<file path="src/rtl/fir_sys_pkg.sv">
package fir_sys_pkg;
  localparam int DEF_SMP_W  = 16;
  localparam int DEF_COEF_W = 16;
  localparam int DEF_TAPS   = 3;
  localparam int DEF_BANKS  = 4;

  // index width that never collapses to zero bits
  function automatic int idx_width(input int n);
    return (n <= 1) ? 1 : $clog2(n);
  endfunction
endpackage

</file>
<file path="src/rtl/fir_fill_ctl.sv">
module fir_fill_ctl #(
  parameter int NTAPS  = 3,
  parameter int BANK_W = 2
) (
  input  logic              clk,
  input  logic              rst_n,
  input  logic              in_valid,
  input  logic [BANK_W-1:0] in_bank,
  output logic [BANK_W-1:0] bank_q,
  output logic              mul_en,
  output logic              prod_valid,
  output logic              full
);
  localparam int FILL_W = fir_sys_pkg::idx_width(NTAPS);
  localparam logic [FILL_W-1:0] FILL_MAX = FILL_W'(NTAPS - 1);

  logic [FILL_W-1:0] fill_q, fill_d;
  logic [BANK_W-1:0] bank_d;
  logic              mul_d;

  always_comb begin
    fill_d = fill_q;
    bank_d = bank_q;
    mul_d  = 1'b0;
    if (in_valid) begin
      bank_d = in_bank;
      mul_d  = (fill_q == FILL_MAX);
      if (fill_q != FILL_MAX) fill_d = fill_q + 1'b1;
    end
  end

  always_ff @(posedge clk or negedge rst_n) begin
    if (!rst_n) begin
      fill_q     <= '0;
      bank_q     <= '0;
      mul_en     <= 1'b0;
      prod_valid <= 1'b0;
    end else begin
      fill_q     <= fill_d;
      bank_q     <= bank_d;
      mul_en     <= mul_d;
      prod_valid <= mul_en;
    end
  end

  assign full = (fill_q == FILL_MAX);


  mul_src_chk: assert property (@(posedge clk) disable iff (!rst_n)
    mul_en |-> $past(in_valid));

  fill_rise_chk: assert property (@(posedge clk) disable iff (!rst_n)
    $rose(full) |-> $past(in_valid));
endmodule

</file>
<file path="src/rtl/fir_cell.sv">
module fir_cell #(
  parameter int SMP_W   = 16,
  parameter int COEF_W  = 16,
  parameter int ACC_W   = 34,
  parameter int NBANKS  = 4,
  parameter int BANK_W  = 2,
  parameter int TAP_W   = 2,
  parameter int TAP_IDX = 0,
  parameter int SKEW    = 0
) (
  input  logic                    clk,
  input  logic                    rst_n,
  input  logic                    smp_en,
  input  logic signed [SMP_W-1:0] smp_in,
  output logic signed [SMP_W-1:0] smp_out,
  input  logic                    wl_en,
  input  logic [BANK_W-1:0]       wl_bank,
  input  logic [TAP_W-1:0]        wl_tap,
  input  logic signed [COEF_W-1:0] wl_data,
  input  logic [BANK_W-1:0]       bank_sel,
  input  logic                    mul_en,
  input  logic signed [ACC_W-1:0] sum_in,
  input  logic                    sum_vin,
  output logic signed [ACC_W-1:0] sum_out,
  output logic                    sum_vout
);
  localparam int PROD_W = SMP_W + COEF_W;

  logic signed [SMP_W-1:0]  smp_q, smp_d;
  logic signed [COEF_W-1:0] w_q [NBANKS];
  logic signed [COEF_W-1:0] w_d [NBANKS];
  logic signed [PROD_W-1:0] prod_q, prod_d, prod_al;
  logic signed [ACC_W-1:0]  acc_q, acc_d;
  logic                     vout_q;
  logic                     tap_hit;

  assign tap_hit = wl_en && (wl_tap == TAP_W'(TAP_IDX));

  // sample stage and weight store
  always_comb begin
    smp_d = smp_en ? smp_in : smp_q;
    for (int b = 0; b < NBANKS; b++) begin
      w_d[b] = (tap_hit && (wl_bank == BANK_W'(b))) ? wl_data : w_q[b];
    end
  end

  // multiply stage
  always_comb begin
    prod_d = prod_q;
    if (mul_en) prod_d = PROD_W'(smp_q) * PROD_W'(w_q[bank_sel]);
  end

  // add stage
  always_comb begin
    acc_d = acc_q;
    if (sum_vin) acc_d = sum_in + ACC_W'(prod_al);
  end

  always_ff @(posedge clk or negedge rst_n) begin
    if (!rst_n) begin
      smp_q  <= '0;
      prod_q <= '0;
      acc_q  <= '0;
      vout_q <= 1'b0;
      for (int b = 0; b < NBANKS; b++) w_q[b] <= '0;
    end else begin
      smp_q  <= smp_d;
      prod_q <= prod_d;
      acc_q  <= acc_d;
      vout_q <= sum_vin;
      for (int b = 0; b < NBANKS; b++) w_q[b] <= w_d[b];
    end
  end

  // product alignment: cell k adds k cycles after the multiply
  generate
    if (SKEW == 0) begin : g_noskew
      assign prod_al = prod_q;
    end else begin : g_skew
      logic signed [PROD_W-1:0] sk_q [SKEW];
      always_ff @(posedge clk or negedge rst_n) begin
        if (!rst_n) begin
          for (int i = 0; i < SKEW; i++) sk_q[i] <= '0;
        end else begin
          sk_q[0] <= prod_q;
          for (int i = 1; i < SKEW; i++) sk_q[i] <= sk_q[i-1];
        end
      end
      assign prod_al = sk_q[SKEW-1];
    end
  endgenerate

  assign smp_out  = smp_q;
  assign sum_out  = acc_q;
  assign sum_vout = vout_q;


  smp_hold_chk: assert property (@(posedge clk) disable iff (!rst_n)
    !smp_en |=> $stable(smp_out));

  acc_hold_chk: assert property (@(posedge clk) disable iff (!rst_n)
    !sum_vin |=> $stable(sum_out));

  wload_chk: assert property (@(posedge clk) disable iff (!rst_n)
    tap_hit |=> (w_q[$past(wl_bank)] == $past(wl_data)));
endmodule

</file>
<file path="src/rtl/fir_systolic.sv">
module fir_systolic #(
  parameter int SMP_W  = fir_sys_pkg::DEF_SMP_W,
  parameter int COEF_W = fir_sys_pkg::DEF_COEF_W,
  parameter int NTAPS  = fir_sys_pkg::DEF_TAPS,
  parameter int NBANKS = fir_sys_pkg::DEF_BANKS,
  localparam int BANK_W = fir_sys_pkg::idx_width(NBANKS),
  localparam int TAP_W  = fir_sys_pkg::idx_width(NTAPS),
  localparam int ACC_W  = SMP_W + COEF_W + $clog2(NTAPS)
) (
  input  logic                     clk,
  input  logic                     rst_n,
  input  logic                     smp_valid,
  input  logic signed [SMP_W-1:0]  smp_data,
  input  logic [BANK_W-1:0]        smp_bank,
  input  logic                     wl_en,
  input  logic [BANK_W-1:0]        wl_bank,
  input  logic [TAP_W-1:0]         wl_tap,
  input  logic signed [COEF_W-1:0] wl_data,
  output logic                     res_valid,
  output logic signed [ACC_W-1:0]  res_data
);
  logic rst_meta, rst_sync;

  always_ff @(posedge clk or negedge rst_n) begin
    if (!rst_n) begin
      rst_meta <= 1'b0;
      rst_sync <= 1'b0;
    end else begin
      rst_meta <= 1'b1;
      rst_sync <= rst_meta;
    end
  end

  logic [BANK_W-1:0] bank_q;
  logic              mul_en, prod_valid, full;

  fir_fill_ctl #(.NTAPS(NTAPS), .BANK_W(BANK_W)) u_ctl (
    .clk(clk), .rst_n(rst_sync), .in_valid(smp_valid), .in_bank(smp_bank),
    .bank_q(bank_q), .mul_en(mul_en), .prod_valid(prod_valid), .full(full)
  );

  logic signed [SMP_W-1:0] smp_chain [NTAPS+1];
  logic signed [ACC_W-1:0] sum_chain [NTAPS+1];
  logic                    v_chain   [NTAPS+1];

  assign smp_chain[0] = smp_data;
  assign sum_chain[0] = '0;
  assign v_chain[0]   = prod_valid;

  // cell k holds the newest-but-k sample, so it carries tap NTAPS-1-k
  generate
    for (genvar k = 0; k < NTAPS; k++) begin : g_cell
      fir_cell #(
        .SMP_W(SMP_W), .COEF_W(COEF_W), .ACC_W(ACC_W), .NBANKS(NBANKS),
        .BANK_W(BANK_W), .TAP_W(TAP_W), .TAP_IDX(NTAPS-1-k), .SKEW(k)
      ) u_cell (
        .clk(clk), .rst_n(rst_sync),
        .smp_en(smp_valid), .smp_in(smp_chain[k]), .smp_out(smp_chain[k+1]),
        .wl_en(wl_en), .wl_bank(wl_bank), .wl_tap(wl_tap), .wl_data(wl_data),
        .bank_sel(bank_q), .mul_en(mul_en),
        .sum_in(sum_chain[k]), .sum_vin(v_chain[k]),
        .sum_out(sum_chain[k+1]), .sum_vout(v_chain[k+1])
      );
    end
  endgenerate

  assign res_valid = v_chain[NTAPS];
  assign res_data  = sum_chain[NTAPS];


  out_full_chk: assert property (@(posedge clk) disable iff (!rst_sync)
    res_valid |-> full);

  rst_idle_chk: assert property (@(posedge clk)
    !rst_sync |-> (!res_valid && (res_data == '0)));
endmodule

</file>
<file path="config.mk">
export PLATFORM = sky130hd
export DESIGN_NAME = fir_systolic
export DESIGN_NICKNAME = d
export VERILOG_FILES = /design/src/rtl/fir_sys_pkg.sv /design/src/rtl/fir_fill_ctl.sv /design/src/rtl/fir_cell.sv /design/src/rtl/fir_systolic.sv
export SDC_FILE = /design/constraint.sdc
export NUM_CORES = 2
export LEC_CHECK = 0
export BUFFER_PORTS_ARGS = -buffer_cell sky130_fd_sc_hd__buf_2
export CAP_MARGIN = 20
export CELL_PAD_IN_SITES_DETAIL_PLACEMENT = 0
export CELL_PAD_IN_SITES_GLOBAL_PLACEMENT = 1
export CORE_MARGIN = 4
export CORE_UTILIZATION = 40
export DETAILED_ROUTE_END_ITERATION = 12
export PLACE_DENSITY = 0.69
export SLEW_MARGIN = 20
export SYNTH_ARGS = -nofsm -noshare
export SYNTH_HDL_FRONTEND = slang
export SYNTH_SLANG_ARGS = --single-unit
</file>
<file path="constraint.sdc">
create_clock -name clk -period 15.3 [get_ports clk]
set_input_delay 2.295 -clock clk [delete_from_list [all_inputs] [get_ports clk]]
set_output_delay 2.295 -clock clk [all_outputs]
set_load 0.02 [all_outputs]
</file>
==> flow_summary.ini <==
[layout]
areaGrowthSynthToFinish_pct = 7.95
post-route-util_pct = 43.6
fillCellCount = 12400
final_common_cell = inv_1
layout-drive-gt1-share_pct = 14.3
mostFrequentLayoutCells = inv_1, fa_1, dfrtp_1, nand2_1, mux2_2
nets = 5972

[grt]
grt_pass1_vias = 36500
grt_pass1_wl_microns = 206000
track_usage_pct = 19.1
antenna_found_initial = 19
grt_max_degree = 153
gr-total-overflow = 0

[floorplan]
start_util_pct = 40.4
die_h_microns = 370
core-area_sq_um = 130000
dieArea_sq_um = 137000
io_pins = 77
rows = 132
die-width_microns = 370

[clocking]
cts_tree = done
cts_setup_buffers = 0
numCtsBuffers = 60
clk_latency_ns = 0.68
cts_root_buf = clkbuf_16
clock-sinks = 542
cts_resized = 0
h-tree-depth = 2
cts.path.max_buffers = 3
path_clk_slew_ns = 0.06
postCtsHoldBufs = 0

[detailed_routing]
drcViolationCount = 0
dr.first_iter.drc_count = 1775
drt_pre_antenna_iters = 5
ant_nets = 0
wl_per_cell_microns = 18.8
vias = 33200
routed_wl_microns = 125000
vias_per_cell = 5.01

[synth]
synthMuxAreaShare_pct = 10.5
synth_edf_count = 0
synthArstFlopShare_pct = 100
syn_nets = 5982
synth_cells = 4840
yosysTopAreaCellShare_pct = 30.0
synth_area_sq_um = 52500
ys_seq_area_share_pct = 25.8
synth_top_flop_cell = dfrtp_1
ys_top_cells_by_area = fa_1, dfrtp_1, mux2_2, ha_1, inv_1
synth_top_family_by_area = adder cells
ys_ff_latch = 542
synth_area_leader_cell = fa_1
synth_compound_area_share_pct = 5.97
synth_area_per_cell_sq_um = 10.8
synthAdderAreaFrac_pct = 37.5
synth_xor_xnor_area_share_pct = 2.50
synth-simple-area-share_pct = 9.91
yosysWarnings = 0
synth.distinct_cells = 82

[sta]
setup_viol = 0
fin_crit_sh_pct = 54.0
final.setup.tns_ns = 0
hold_viol_final = 0
finClkSkew_ns = 0.0550
layout_setup_ws_ns = 7.04
slew_headroom_pct = 27.8
post-route-min-period_ns = 8.26
max_freq_ghz = 0.121
drv_slew = 0
whs_ns = 0.340
worstMarginPinSlew_ns = 1.08
rsz0062_at_grt = no

[critical_path]
cp-end-kind = flop
crit_family = adder cells
crit_path_top_delay_cell = fa_1
ff2ff_path_depth = 22
cp.depth = 22
crit_type = reg -> reg
cp_cell_sequence = buf_4 -> mux4_2 -> nand2_1 -> inv_1 -> fa_1 -> fa_1 -> fa_1 -> fa_1 -> fa_1 -> inv_1 -> fa_1 -> inv_1 -> ha_1 -> a21o_1 -> a21oi_1 -> nor2b_1 -> a311oi_1 -> o311a_1 -> o31ai_1 -> a21oi_1 -> xnor2_1 -> mux2_2
crit_buf_inv = 4
cp_max_fo = 30
worst_path_most_repeated_cell = fa_1
crit_path_max_incr_delay_ns = 0.91
required_ns = 15.81
arrival_ns = 8.77
critPathLaunchType = flop

[placement]
place_hpwl_microns = 97800
portBuffers = 76
dpl_worst_slack_ns = 7.04
place_congestion = 0.843

[flow_run]
maxCapViolations = 0

[hold_path]
min_delay_path_depth = 0
min_path_type = reg -> reg

[outcome]
status = finished clean
## through the flow
stage / cells / area (sq um)
3_3_place_gp: 6510 / 54600
2_1_floorplan: 4840 / 52500
4_1_cts: 6622 / 56600
3_5_place_dp: 6510 / 54600
5_1_grt: 6622 / 56600
6_report: 6633 / 56700
## cell type report
| class | instances | area [sq um] | area share (%) |
|---|---|---|---|
| clock inverters | 34 | 393 | 0.693 |
| clock buffers | 78 | 1640 | 2.89 |
| well taps | 1742 | 2180 | 3.85 |
| inverters | 914 | 3430 | 6.05 |
| repair buffers | 104 | 607 | 1.07 |
| multi-input cells | 3208 | 34800 | 61.4 |
| flip-flops and latches | 542 | 13600 | 24.0 |
| diodes | 11 | 27.5 | 0.0486 |
## routing by layer
| layer | wire, microns | track usage [%] | vias up | share of wire, % |
|---|---|---|---|---|
| met4 | 2870 | 4.07 | 6 | 2.3 |
| met5 | 36 | 0 | - | 0.029 |
| met2 | 59700 | 32.1 | 543 | 48 |
| li1 | - | - | 15200 | - |
| met1 | 56200 | 26.1 | 17300 | 45 |
| met3 | 5930 | 3.20 | 149 | 4.7 |
## worst paths after layout
kind,from,endpoint,slack [ns]
setup reg to reg,u_ctl.bank_q[0]$_DFFE_PN0P_,g_cell[0].u_cell.prod_al[29]$_DFFE_PN0P_,7.04
hold reg to reg,g_cell[1].u_cell.prod_q[16]$_DFFE_PN0P_,g_cell[1].u_cell.g_skew.sk_q[16]$_DFF_PN0_,0.34
min in group asynchronous,rst_sync$_DFF_PN0_,g_cell[2].u_cell.w_q[30]$_DFFE_PN0P_,0.42
max in group asynchronous,rst_sync$_DFF_PN0_,u_ctl.prod_valid$_DFF_PN0_,11.84
hold / removal,g_cell[1].u_cell.prod_q[16]$_DFFE_PN0P_,g_cell[1].u_cell.g_skew.sk_q[16]$_DFF_PN0_,0.34
setup / recovery,u_ctl.bank_q[0]$_DFFE_PN0P_,g_cell[0].u_cell.prod_al[29]$_DFFE_PN0P_,7.04
## synth_stat cells (7+ instances only)
| library cell | instances |
|---|---|
| o21bai_1 | 12 |
| inv_1 | 914 |
| or3_1 | 12 |
| nand2_1 | 417 |
| a21o_1 | 73 |
| a31oi_1 | 19 |
| o31ai_1 | 14 |
| o21ai_1 | 8 |
| o21ai_0 | 75 |
| nor2b_1 | 14 |
| a211oi_1 | 16 |
| a21oi_1 | 127 |
| o21a_1 | 29 |
| dfrtp_1 | 542 |
| ha_1 | 312 |
| buf_2 | 7 |
| fa_1 | 788 |
| nand2b_1 | 21 |
| o211ai_1 | 11 |
| xnor2_1 | 118 |
| nor3_1 | 17 |
| mux2_2 | 394 |
| clkbuf_1 | 162 |
| nand4_1 | 11 |
| or2_2 | 16 |
| nor2_1 | 109 |
| mux4_2 | 45 |
| and2_1 | 366 |
| xor2_1 | 32 |
| nand3_1 | 34 |
| and3_1 | 14 |
## worst register-to-register path: stages (launching register included)
cell	delay, ns
dfrtp_4	0.69
buf_4	0.60
mux4_2	0.83
nand2_1	0.22
inv_1	0.11
fa_1	0.65
fa_1	0.91
fa_1	0.53
fa_1	0.51
fa_1	0.49
inv_1	0.05
fa_1	0.47
inv_1	0.04
ha_1	0.37
a21o_1	0.19
a21oi_1	0.13
nor2b_1	0.06
a311oi_1	0.32
o311a_1	0.31
o31ai_1	0.10
a21oi_1	0.19
xnor2_1	0.09
mux2_2	0.26
## logic make-up (layout without fill, tap and decap cells)
kind of cell	count (synthesis)	in the layout
xor+xnor	150	150
fa+ha+maj	1100	1100
flops	542	542
simple gates	1048	1048
buf+inv	1090	1130
mux	443	443
other cells	1	12
compound gates	466	466
## registers in the layout, summed over array words and instances (netlist names), 2 cells and up
register,count
g_cell.u_cell.g_skew.sk_q,64
g_cell.u_cell.prod_al,64
g_cell.u_cell.prod_q,64
g_cell.u_cell.smp_out,48
g_cell.u_cell.sum_out,99
g_cell.u_cell.sum_vout,3
g_cell.u_cell.w_q,192
u_ctl.bank_q,2
u_ctl.fill_q,2
Power is left out: the tool's default activity adds up to more than one toggle a clock period on the data nets, which glitch-free logic cannot reach.
